File: src/rtl/rstvec_pkg.sv
// Package: shared class encoding and index-to-class mapping for the
// reset-cause vector generator. Assumes the source index ranges are
// contiguous: brownout group first, then the single power-on source,
// then the power-up-clear group; every other index is reserved.
package rstvec_pkg;

    typedef enum logic [1:0] {
        CLS_NONE = 2'd0,
        CLS_BOR  = 2'd1,
        CLS_POR  = 2'd2,
        CLS_PUC  = 2'd3
    } rst_class_e;

    // Map a source index to its reset class (CLS_NONE when reserved).
    function automatic rst_class_e class_of(input int idx, input int bor_last,
                                            input int por_idx, input int puc_first,
                                            input int puc_last);
        if (idx >= 0 && idx <= bor_last)          return CLS_BOR;
        if (idx == por_idx)                       return CLS_POR;
        if (idx >= puc_first && idx <= puc_last)  return CLS_PUC;
        return CLS_NONE;
    endfunction

    // Build the mask of indices that own a live (non-reserved) flag.
    function automatic logic [63:0] live_mask(input int nsrc, input int bor_last,
                                              input int por_idx, input int puc_first,
                                              input int puc_last);
        logic [63:0] m;
        m = '0;
        for (int i = 0; i < nsrc; i++) begin
            if (class_of(i, bor_last, por_idx, puc_first, puc_last) != CLS_NONE)
                m[i] = 1'b1;
        end
        return m;
    endfunction

endpackage

File: src/rtl/rstvec_flag_bank.sv
// Sticky flag bank. One flop per live index, tied to zero for reserved
// ones. Set has priority over clear within a cycle. Assumes set and clear
// are single-cycle qualified vectors from the parent.
module rstvec_flag_bank #(
    parameter int unsigned        NUM_SRC   = 23,
    parameter logic [NUM_SRC-1:0] LIVE_MASK = '1
) (
    input  logic               clk,
    input  logic               rst_n,
    input  logic [NUM_SRC-1:0] set_i,
    input  logic [NUM_SRC-1:0] clr_i,
    output logic [NUM_SRC-1:0] flag_o
);

    for (genvar i = 0; i < NUM_SRC; i++) begin : g_flag
        if (LIVE_MASK[i]) begin : g_live
            logic q;
            // Hold the sticky flag: reset clears, strobe sets, read clears.
            always_ff @(posedge clk) begin
                if (!rst_n)         q <= 1'b0;
                else if (set_i[i])  q <= 1'b1;
                else if (clr_i[i])  q <= 1'b0;
            end
            assign flag_o[i] = q;
        end else begin : g_rsv
            assign flag_o[i] = 1'b0;
        end
    end

endmodule

File: src/rtl/rstvec_prio_enc.sv
// Fixed-priority encoder: index 0 wins. Produces a one-hot grant, the
// binary index of the winner and an any-pending flag. Purely combinational.
module rstvec_prio_enc #(
    parameter int unsigned NUM_SRC = 23,
    localparam int unsigned IDX_W  = $clog2(NUM_SRC)
) (
    input  logic [NUM_SRC-1:0] req_i,
    output logic [NUM_SRC-1:0] grant_o,
    output logic [IDX_W-1:0]   idx_o,
    output logic               any_o
);

    logic [NUM_SRC:0] lower_any;

    assign lower_any[0] = 1'b0;
    for (genvar i = 0; i < NUM_SRC; i++) begin : g_chain
        assign lower_any[i+1] = lower_any[i] | req_i[i];
        assign grant_o[i]     = req_i[i] & ~lower_any[i];
    end
    assign any_o = lower_any[NUM_SRC];

    // Convert the one-hot grant into a binary index.
    always_comb begin
        idx_o = '0;
        for (int i = 0; i < NUM_SRC; i++) begin
            if (grant_o[i]) idx_o = idx_o | IDX_W'(i);
        end
    end

endmodule

File: src/rtl/rstvec_code_map.sv
// Turns the winning index into the even vector code and its class tag.
// Assumes idx_i is meaningful only while any_i is high; otherwise the
// outputs read 0 / CLS_NONE.
module rstvec_code_map
    import rstvec_pkg::*;
#(
    parameter int unsigned NUM_SRC   = 23,
    parameter int unsigned CODE_W    = 8,
    parameter int          BOR_LAST  = 6,
    parameter int          POR_IDX   = 9,
    parameter int          PUC_FIRST = 10,
    parameter int          PUC_LAST  = 21,
    localparam int unsigned IDX_W    = $clog2(NUM_SRC)
) (
    input  logic [IDX_W-1:0]  idx_i,
    input  logic              any_i,
    output logic [CODE_W-1:0] code_o,
    output rst_class_e        class_o
);

    // Code is twice the one-based index; zero when idle.
    always_comb begin
        if (any_i) code_o = CODE_W'((int'(idx_i) + 1) * 2);
        else       code_o = '0;
    end

    // Look up the class of the winning index.
    always_comb begin
        class_o = CLS_NONE;
        if (any_i) begin
            for (int i = 0; i < NUM_SRC; i++) begin
                if (int'(idx_i) == i)
                    class_o = class_of(i, BOR_LAST, POR_IDX, PUC_FIRST, PUC_LAST);
            end
        end
    end

endmodule

File: src/rtl/rstvec_gen.sv
// Reset-cause vector generator top. Latches event strobes into sticky
// flags, reports the lowest-index pending flag as an even code with its
// reset class, and on a read clears only the reported flag. Assumes
// rd_strobe is a one-cycle pulse per bus read; outputs are combinational
// from the flag register.
module rstvec_gen
    import rstvec_pkg::*;
#(
    parameter int unsigned NUM_SRC   = 23,
    parameter int unsigned CODE_W    = 8,
    parameter int          BOR_LAST  = 6,
    parameter int          POR_IDX   = 9,
    parameter int          PUC_FIRST = 10,
    parameter int          PUC_LAST  = 21
) (
    input  logic               clk,
    input  logic               rst_n,
    input  logic [NUM_SRC-1:0] evt_strobe,
    input  logic               rd_strobe,
    output logic [CODE_W-1:0]  vec_code,
    output logic [1:0]         vec_class
);

    localparam int unsigned IDX_W = $clog2(NUM_SRC);
    localparam logic [NUM_SRC-1:0] LIVE = NUM_SRC'(live_mask(NUM_SRC, BOR_LAST,
                                                   POR_IDX, PUC_FIRST, PUC_LAST));

    logic [NUM_SRC-1:0] flag_q;
    logic [NUM_SRC-1:0] grant;
    logic [NUM_SRC-1:0] clr_vec;
    logic [IDX_W-1:0]   win_idx;
    logic               any_pend;
    rst_class_e         win_class;

    // Clear only the granted flag, and only on a read.
    assign clr_vec = rd_strobe ? grant : '0;

    rstvec_flag_bank #(
        .NUM_SRC   (NUM_SRC),
        .LIVE_MASK (LIVE)
    ) u_bank (
        .clk    (clk),
        .rst_n  (rst_n),
        .set_i  (evt_strobe),
        .clr_i  (clr_vec),
        .flag_o (flag_q)
    );

    rstvec_prio_enc #(
        .NUM_SRC (NUM_SRC)
    ) u_enc (
        .req_i   (flag_q),
        .grant_o (grant),
        .idx_o   (win_idx),
        .any_o   (any_pend)
    );

    rstvec_code_map #(
        .NUM_SRC   (NUM_SRC),
        .CODE_W    (CODE_W),
        .BOR_LAST  (BOR_LAST),
        .POR_IDX   (POR_IDX),
        .PUC_FIRST (PUC_FIRST),
        .PUC_LAST  (PUC_LAST)
    ) u_map (
        .idx_i   (win_idx),
        .any_i   (any_pend),
        .code_o  (vec_code),
        .class_o (win_class)
    );

    assign vec_class = win_class;

endmodule

File: config.mk
export PLATFORM = sky130hd
export DESIGN_NAME = rstvec_gen
export DESIGN_NICKNAME = d
export VERILOG_FILES = /design/src/rtl/rstvec_pkg.sv /design/src/rtl/rstvec_flag_bank.sv /design/src/rtl/rstvec_prio_enc.sv /design/src/rtl/rstvec_code_map.sv /design/src/rtl/rstvec_gen.sv
export SDC_FILE = /design/constraint.sdc
export NUM_CORES = 1
export LEC_CHECK = 0
export BUFFER_PORTS_ARGS = -buffer_cell sky130_fd_sc_hd__buf_2
export CAP_MARGIN = 20
export CORE_ASPECT_RATIO = 0.9
export CORE_MARGIN = 1
export CORE_UTILIZATION = 30
export DETAILED_ROUTE_END_ITERATION = 7
export GPL_TIMING_DRIVEN = 0
export PLACE_DENSITY_LB_ADDON = 0.08
export SLEW_MARGIN = 15
export SYNTH_ARGS = -nofsm -noshare
export SYNTH_HDL_FRONTEND = slang
export SYNTH_SLANG_ARGS = --single-unit
File: constraint.sdc
create_clock -name clk -period 3.7 [get_ports clk]
set_clock_uncertainty 0.05 [all_clocks]
set_input_delay 0.74 -clock clk [delete_from_list [all_inputs] [get_ports clk]]
set_output_delay 0.74 -clock clk [all_outputs]
set_load 0.005 [all_outputs]
After elaboration in Yosys (flattened, before gate mapping)
Index checks and enable logic that the tools add are counted.
Operators by class
  div/mod/pow operators: 0
  reductions and logical operators: 21
  order comparisons: 0
  mux-type cells: 145
  add/sub/neg operators: 1
  eq/ne operators: 22
  $mul: 0
  shifts and indexed selects: 0
  bitwise operators: 57
Operators by type and width (number)
  $mux 1: 88
  $mux 2: 39
  $eq 5x5->1 const B: 15
  $reduce_bool 2->1: 20
  $mux 5: 6
  $mux 4: 7
  $mux 22: 1
  $eq 5x4->1 const B: 4
  $and 1x1->1: 19
  $not 1->1: 19
  $or 1x1->1: 19
  $eq 5x3->1 const B: 2
  $mux 3: 3
  $mux 8: 1
  $add 5x1->6 const B: 1
  $eq 5x2->1 const B: 1
  $logic_not 5->1: 1
Storage, ports and cells
  latch bits: 0
  memories kept: 0
  output and inout bits: 10
  bits in registers: 20
  ROM bits: 0
  memory bits (writable): 0
  logic and storage cells: 266

Logic depth before layout (Yosys ltp)
  depth in word-level cells: 49
  gate-level depth with buffers: 11

Hierarchy
Synthesis repeated with hierarchy kept, for this count alone.
Unflattened totals
  cell total of the unflattened synthesis: 232
  area total of the unflattened synthesis: 1903.1 um^2
Modules (own cells, without submodules)
  rstvec_flag_bank: instances 1, area an instance 874.6 um^2, cells an instance 86, seq. area each 400.4 um^2
  rstvec_prio_enc: instances 1, area an instance 531.8 um^2, cells an instance 77, seq. area each 0.0 um^2
  rstvec_code_map: instances 1, area an instance 309.0 um^2, cells an instance 44, seq. area each 0.0 um^2
  rstvec_gen: instances 1, area an instance 187.7 um^2, cells an instance 25, seq. area each 0.0 um^2

Worst setup path before layout
Ideal clock, no wire load.
  path kind: register to output
  from: reg u_bank.g_flag[9].g_live.q
  to: out vec_class[1]
  setup slack: 0.491 ns
  required time: 2.910 ns
  arrival: 2.419 ns
  cell stages (with the launch flop): 12
  cells stage by stage: dfxtp_1 or3_1 nor4_1 o21a_1 o31a_1 a211oi_1 ha_1 or2_2 a211oi_1 o21ai_0 nand2_1 a22oi_1
Between the ends
  word-level cells in the longest chain between the ends: 39
  elaborated cells on any way between the ends: 96
  classes of those cells: eq/ne: 22; mux: 36; bitwise: 38
Ends and longest elaborated chain
  start: declaration: line rstvec_flag_bank.sv:17  | logic q;
  start signal: assignment: line rstvec_flag_bank.sv:20  | if (!rst_n) q <= 1'b0;
  start signal: assignment: line rstvec_flag_bank.sv:21  | else if (set_i[i]) q <= 1'b1;
  start signal: assignment: line rstvec_flag_bank.sv:22  | else if (clr_i[i]) q <= 1'b0;
  $or 1x1->1: line rstvec_prio_enc.sv:17  | assign lower_any[i+1] = lower_any[i] | req_i[i];
  $or 1x1->1 / $not 1->1 (equally long branches): line rstvec_prio_enc.sv:17, rstvec_prio_enc.sv:18
  $not 1->1 (tied with other cells): line rstvec_prio_enc.sv:18  | assign grant_o[i] = req_i[i] & ~lower_any[i];
  $and 1x1->1 (tied with other cells): line rstvec_prio_enc.sv:18
  $mux 4 (tied with other cells) (5 in series): line rstvec_prio_enc.sv:26  | if (grant_o[i]) idx_o = idx_o | IDX_W'(i);
  $mux 5 (tied with other cells) (4 in series): line rstvec_prio_enc.sv:26
  $mux 5 / $and 1x1->1 (equally long branches): line rstvec_prio_enc.sv:26, rstvec_prio_enc.sv:18
  $mux 5: line rstvec_prio_enc.sv:26
  $eq 5x2->1: line rstvec_code_map.sv:32  | if (int'(idx_i) == i)
  $mux 2 (22 in series): line rstvec_code_map.sv:32
  $mux 2 *: line rstvec_code_map.sv:30  | if (any_i) begin
  end: declaration: line rstvec_gen.sv:21  | output logic [1:0] vec_class
Mark *: on every way between the ends. The rest lies on a longest branch, timed or not.

Final worst setup path
  from: reg u_bank.g_flag[10].g_live.q
  to: out vec_class[0]
Between the ends
  word-level cells in the longest chain between the ends: 39
  elaborated cells on any way between the ends: 94
  classes of those cells: eq/ne: 22; mux: 36; bitwise: 35; reduce/logical: 1
Ends and longest elaborated chain (line)
  start: declaration: rstvec_flag_bank.sv:17
  start signal: assignment: rstvec_flag_bank.sv:20
  start signal: assignment: rstvec_flag_bank.sv:21
  start signal: assignment: rstvec_flag_bank.sv:22
  $or 1x1->1: rstvec_prio_enc.sv:17
  $not 1->1 / $or 1x1->1 (equally long branches): rstvec_prio_enc.sv:18, rstvec_prio_enc.sv:17
  $and 1x1->1 (tied with other cells): rstvec_prio_enc.sv:18
  $mux 4 (tied with other cells) (5 in series): rstvec_prio_enc.sv:26
  $mux 5 (tied with other cells) (4 in series): rstvec_prio_enc.sv:26
  $mux 5 / $and 1x1->1 (equally long branches): rstvec_prio_enc.sv:26, rstvec_prio_enc.sv:18
  $mux 5: rstvec_prio_enc.sv:26
  $logic_not 5->1: rstvec_code_map.sv:32
  $mux 2 (23 in series): rstvec_code_map.sv:32
  $mux 2 *: rstvec_code_map.sv:30
Marks and branches as above.

==> Implementation_results.wiki <==
{| class="wikitable"
! Metric !! Value
|-
| CP Capture Type || primary output
|-
| Die span in y || 65.2 um
|-
| Biggest registers after layout || u_bank.g_flag.g_live.q x20
|-
| Power per cell area || about 330 mW/mm^2
|-
| Post-Place Worst Slack || ~0.012 ns
|-
| Post-Syn Instances || between 150 and 200
|-
| Count of maximum capacitance violations || 0
|-
| Number of flip-flops under the largest register name || 20
|-
| Share of synthesized cell area in full adder, half adder and majority cells || 0.0469
|-
| Global-route wire length before repair || approximately 5700 um
|-
| Max Slew Vio Count || 0
|-
| Die W || approximately 72 um
|-
| Placed cells || between 200 and 300
|-
| Core occupancy in the finished layout || 0.434
|-
| Boundary pin count || 36
|-
| Actual transition at the worst max-transition pin || between 0.6 and 0.7 ns
|-
| Pin count of the biggest net entering global routing || 12
|-
| Root Buffer || sky130_fd_sc_hd__clkbuf_8
|-
| Crit-path max FO || 5
|-
| Async set-reset flop share out of synthesis || 0
|-
| Slowest stage cell on the critical path || sky130_fd_sc_hd__or3_4
|-
| Synth Cell Area || between 0.001 and 0.0015 mm^2
|-
| Number of endpoints with negative hold slack in the final report || 0
|-
| Combinational family with the most area after synthesis || simple AND/OR/NAND/NOR gates
|-
| Worst setup slack for register-to-register paths || 1.95 ns
|-
| Ordered cell list for the critical path || or3_4 > nor4_4 > o21a_1 > o31a_1 > a211o_1 > ha_2 > or2_4 > a211oi_2 > or3_1 > a32oi_1 > buf_2
|-
| Post-detailed-route wirelength per cell || 12.8 um
|-
| Total core area || ~0.0042 mm^2
|-
| Fraction of the cycle the final worst path needs || 0.988
|-
| Clock Latency Late Sink || 0.26 ns
|-
| Starting density of the core || 0.321
|-
| CTS tree || done
|-
| Clock Path Buffers || 2
|-
| Fin nets || 240
|-
| # clock sinks || 20
|-
| Share of synthesized area spent on multiplexers || 0
|-
| Count of cell types in the netlist || 39
|-
| GR Overflow Total || 0
|-
| Clock transition at path regs || ~0.080 ns
|-
| DR DRC count || 0
|-
| Final routed wirelength across all metal layers || around 3400 um
|-
| CP startpoint kind || flip-flop
|-
| Number of vias after detailed routing || between 1000 and 1500
|-
| Die footprint || 0.00471 mm^2
|-
| Register containing the most flip-flops in the final layout || u_bank.g_flag.g_live.q
|-
| #FFs+latches synth || 20
|-
| Number of vias per cell || a little under 5
|-
| Critical path's largest stage delay || around 0.41 ns
|-
| Synthesis-to-layout area growth || 35.5%
|-
| Post-synthesis area per instance || around 8.2 um^2
|-
| H-tree lvl count || 1
|-
| Num CTS Buffers || 3
|-
| Standby leakage power || slightly above 0.7 nW
|-
| Minimum clock period || about 3.7 ns
|-
| Number of warnings printed during yosys synthesis || 0
|-
| HPWL after detailed placement || around 2500 um
|-
| Post-synthesis share of cell area spent on xor and xnor gates || 0
|-
| Count of filler cells inserted in the layout || approximately 450
|-
| Maximum vdd ir drop || between 0.0002 and 0.00025 V
|-
| Setup repair after global routing missed its margin || yes
|-
| Class of the worst hold path || reg2reg
|-
| Main synth FF type || sky130_fd_sc_hd__dfxtp_1
|-
| Layout cell share with drive strength beyond 1 || 0.394
|-
| CTS Hold Buffers Added || 0
|-
| Relative slew margins || 0.568
|-
| Run status || finished clean
|-
| Antenna Nets Post-Route || 0
|-
| Crit path DAT || 2.86 ns
|-
| Number of detailed-route iterations in the first pass || 4
|-
| Final cell count without fillers || about 270
|-
| Setup CP Type || reg2out
|-
| Count of flip-flops with a built-in enable after synthesis || 0
|-
| Count of antenna diodes in the layout || 0
|-
| Final weighted congestion in routability-driven placement || roughly 0.8
|-
| Number of antenna violations at the first check in global routing || 0
|-
| Global router's overall resource usage || 0.156
|-
| Port buffer count || 28
|-
| Row cnt || 22
|-
| Post-synthesis compound-gate area fraction || 0.295
|-
| Setup ws final || roughly 0.046 ns
|-
| Share of synthesized area occupied by flip-flops and latches || 0.300
|-
| DRC marker count from the first detailed-route iteration || 59
|-
| Number of global-route vias before repair || 1267
|-
| Worst Path Required || 2.91 ns
|-
| Count of final setup violators || 0
|-
| Area share of and/or/nand/nor cells after synthesis || 0.296
|-
| Maximum clock frequency || approximately 270 MHz
|}
-- cells by family after synthesis --
| logic type | Yosys count |
|---|---|
| simple gates | 67 |
| compound gates | 57 |
| flops | 20 |
| buf+inv | 13 |
| fa+ha+maj | 5 |
| other cells | 1 |
-- power breakdown --
part / leakage (nW) / switching, W / total (W) / internal [W]
logic: 0.519 / 0.0000804 / 0.000169 / 0.0000887
registers: 0.170 / 0.0000280 / 0.000260 / 0.000232
clock network: 0.0288 / 0.0000737 / 0.000168 / 0.0000947
-- cell type report --
class	count	area [um^2]	share of cell area
Sequential cell	20	417	0.231
Timing Repair Buffer	39	223	0.123
Buffer	8	60.1	0.0333
Inverter	5	18.8	0.0104
Clock buffer	4	55.1	0.0305
Tap cell	60	75.1	0.0416
Multi-Input combinational cell	132	957	0.530
-- layout by cell type (no fill, tap or decap), types with 3 or more instances in the layout --
cell	n
sky130_fd_sc_hd__nor3_2	3
sky130_fd_sc_hd__dfxtp_1	11
sky130_fd_sc_hd__nor2b_1	9
sky130_fd_sc_hd__ha_2	3
sky130_fd_sc_hd__o21a_1	18
sky130_fd_sc_hd__a21oi_1	13
sky130_fd_sc_hd__conb_1	3
sky130_fd_sc_hd__nand2b_1	3
sky130_fd_sc_hd__dfxtp_2	7
sky130_fd_sc_hd__nor2_1	18
sky130_fd_sc_hd__buf_2	28
sky130_fd_sc_hd__o31a_1	5
sky130_fd_sc_hd__clkbuf_8	4
sky130_fd_sc_hd__o21ai_0	5
sky130_fd_sc_hd__inv_1	5
sky130_fd_sc_hd__nand2_1	13
sky130_fd_sc_hd__buf_4	15
sky130_fd_sc_hd__nor4_4	3
-- final timing paths --
check                                                             start                                      end  cells after the start
worst min register to register  u_bank.g_flag[18].g_live.q$_SDFFE_PN0P_  u_bank.g_flag[18].g_live.q$_SDFFE_PN0P_                      2
worst min-delay path            u_bank.g_flag[18].g_live.q$_SDFFE_PN0P_  u_bank.g_flag[18].g_live.q$_SDFFE_PN0P_                      2
worst max register to register   u_bank.g_flag[2].g_live.q$_SDFFE_PN0P_  u_bank.g_flag[20].g_live.q$_SDFFE_PN0P_                      7
worst max-delay path            u_bank.g_flag[10].g_live.q$_SDFFE_PN0P_                             vec_class[0]                     11
-- metal layers --
metal  global-route usage  wire length (um)
met1                0.203              1680
met2                0.257              1590
met3               0.0230               135
met4               0.0686                23
met5                    0                 0
-- synth_stat cells (3+ instances only) --
cell type                  number  area share
sky130_fd_sc_hd__a21oi_1       13       0.049
sky130_fd_sc_hd__nor3_1         3       0.011
sky130_fd_sc_hd__ha_1           5       0.047
sky130_fd_sc_hd__nor4_1         3       0.014
sky130_fd_sc_hd__nand2_1       13       0.037
sky130_fd_sc_hd__inv_1          5       0.014
sky130_fd_sc_hd__nand2b_1       3       0.014
sky130_fd_sc_hd__buf_4          4       0.023
sky130_fd_sc_hd__o21ai_0        6       0.023
sky130_fd_sc_hd__nor2b_1        9       0.042
sky130_fd_sc_hd__o21a_1        18        0.10
sky130_fd_sc_hd__o31a_1         5       0.033
sky130_fd_sc_hd__dfxtp_1       20        0.30
sky130_fd_sc_hd__nor2_1        19       0.054
-- timing repair --
item,in CTS,in global routing
setup endpoints to repair,3,3
gates cloned,0,0
buffers inserted,3,8
gates resized for setup,11,21
pin swaps,3,13
-- worst max-delay path, delay by kind of cell (launching register included) --
family          cells  cell delay, ns
buf+inv             1            0.14
compound gates      5            0.74
fa+ha+maj           1            0.18
simple gates        4            1.19
flops               1            0.37
-- stage by stage --
stage	hold WS [ns]	power [W]	setup TNS, ns	area, um^2
floorplan	0.446	0.000352	0	1340
global placement	0.484	0.000396	-0.00445	1560
detailed placement	0.495	0.000399	0	1560
CTS	0.513	0.000582	0	1680
global route	0.537	0.000634	-0.181	1810
finish	0.511	0.000598	0	1810
Power figures use the tool's default switching activity.
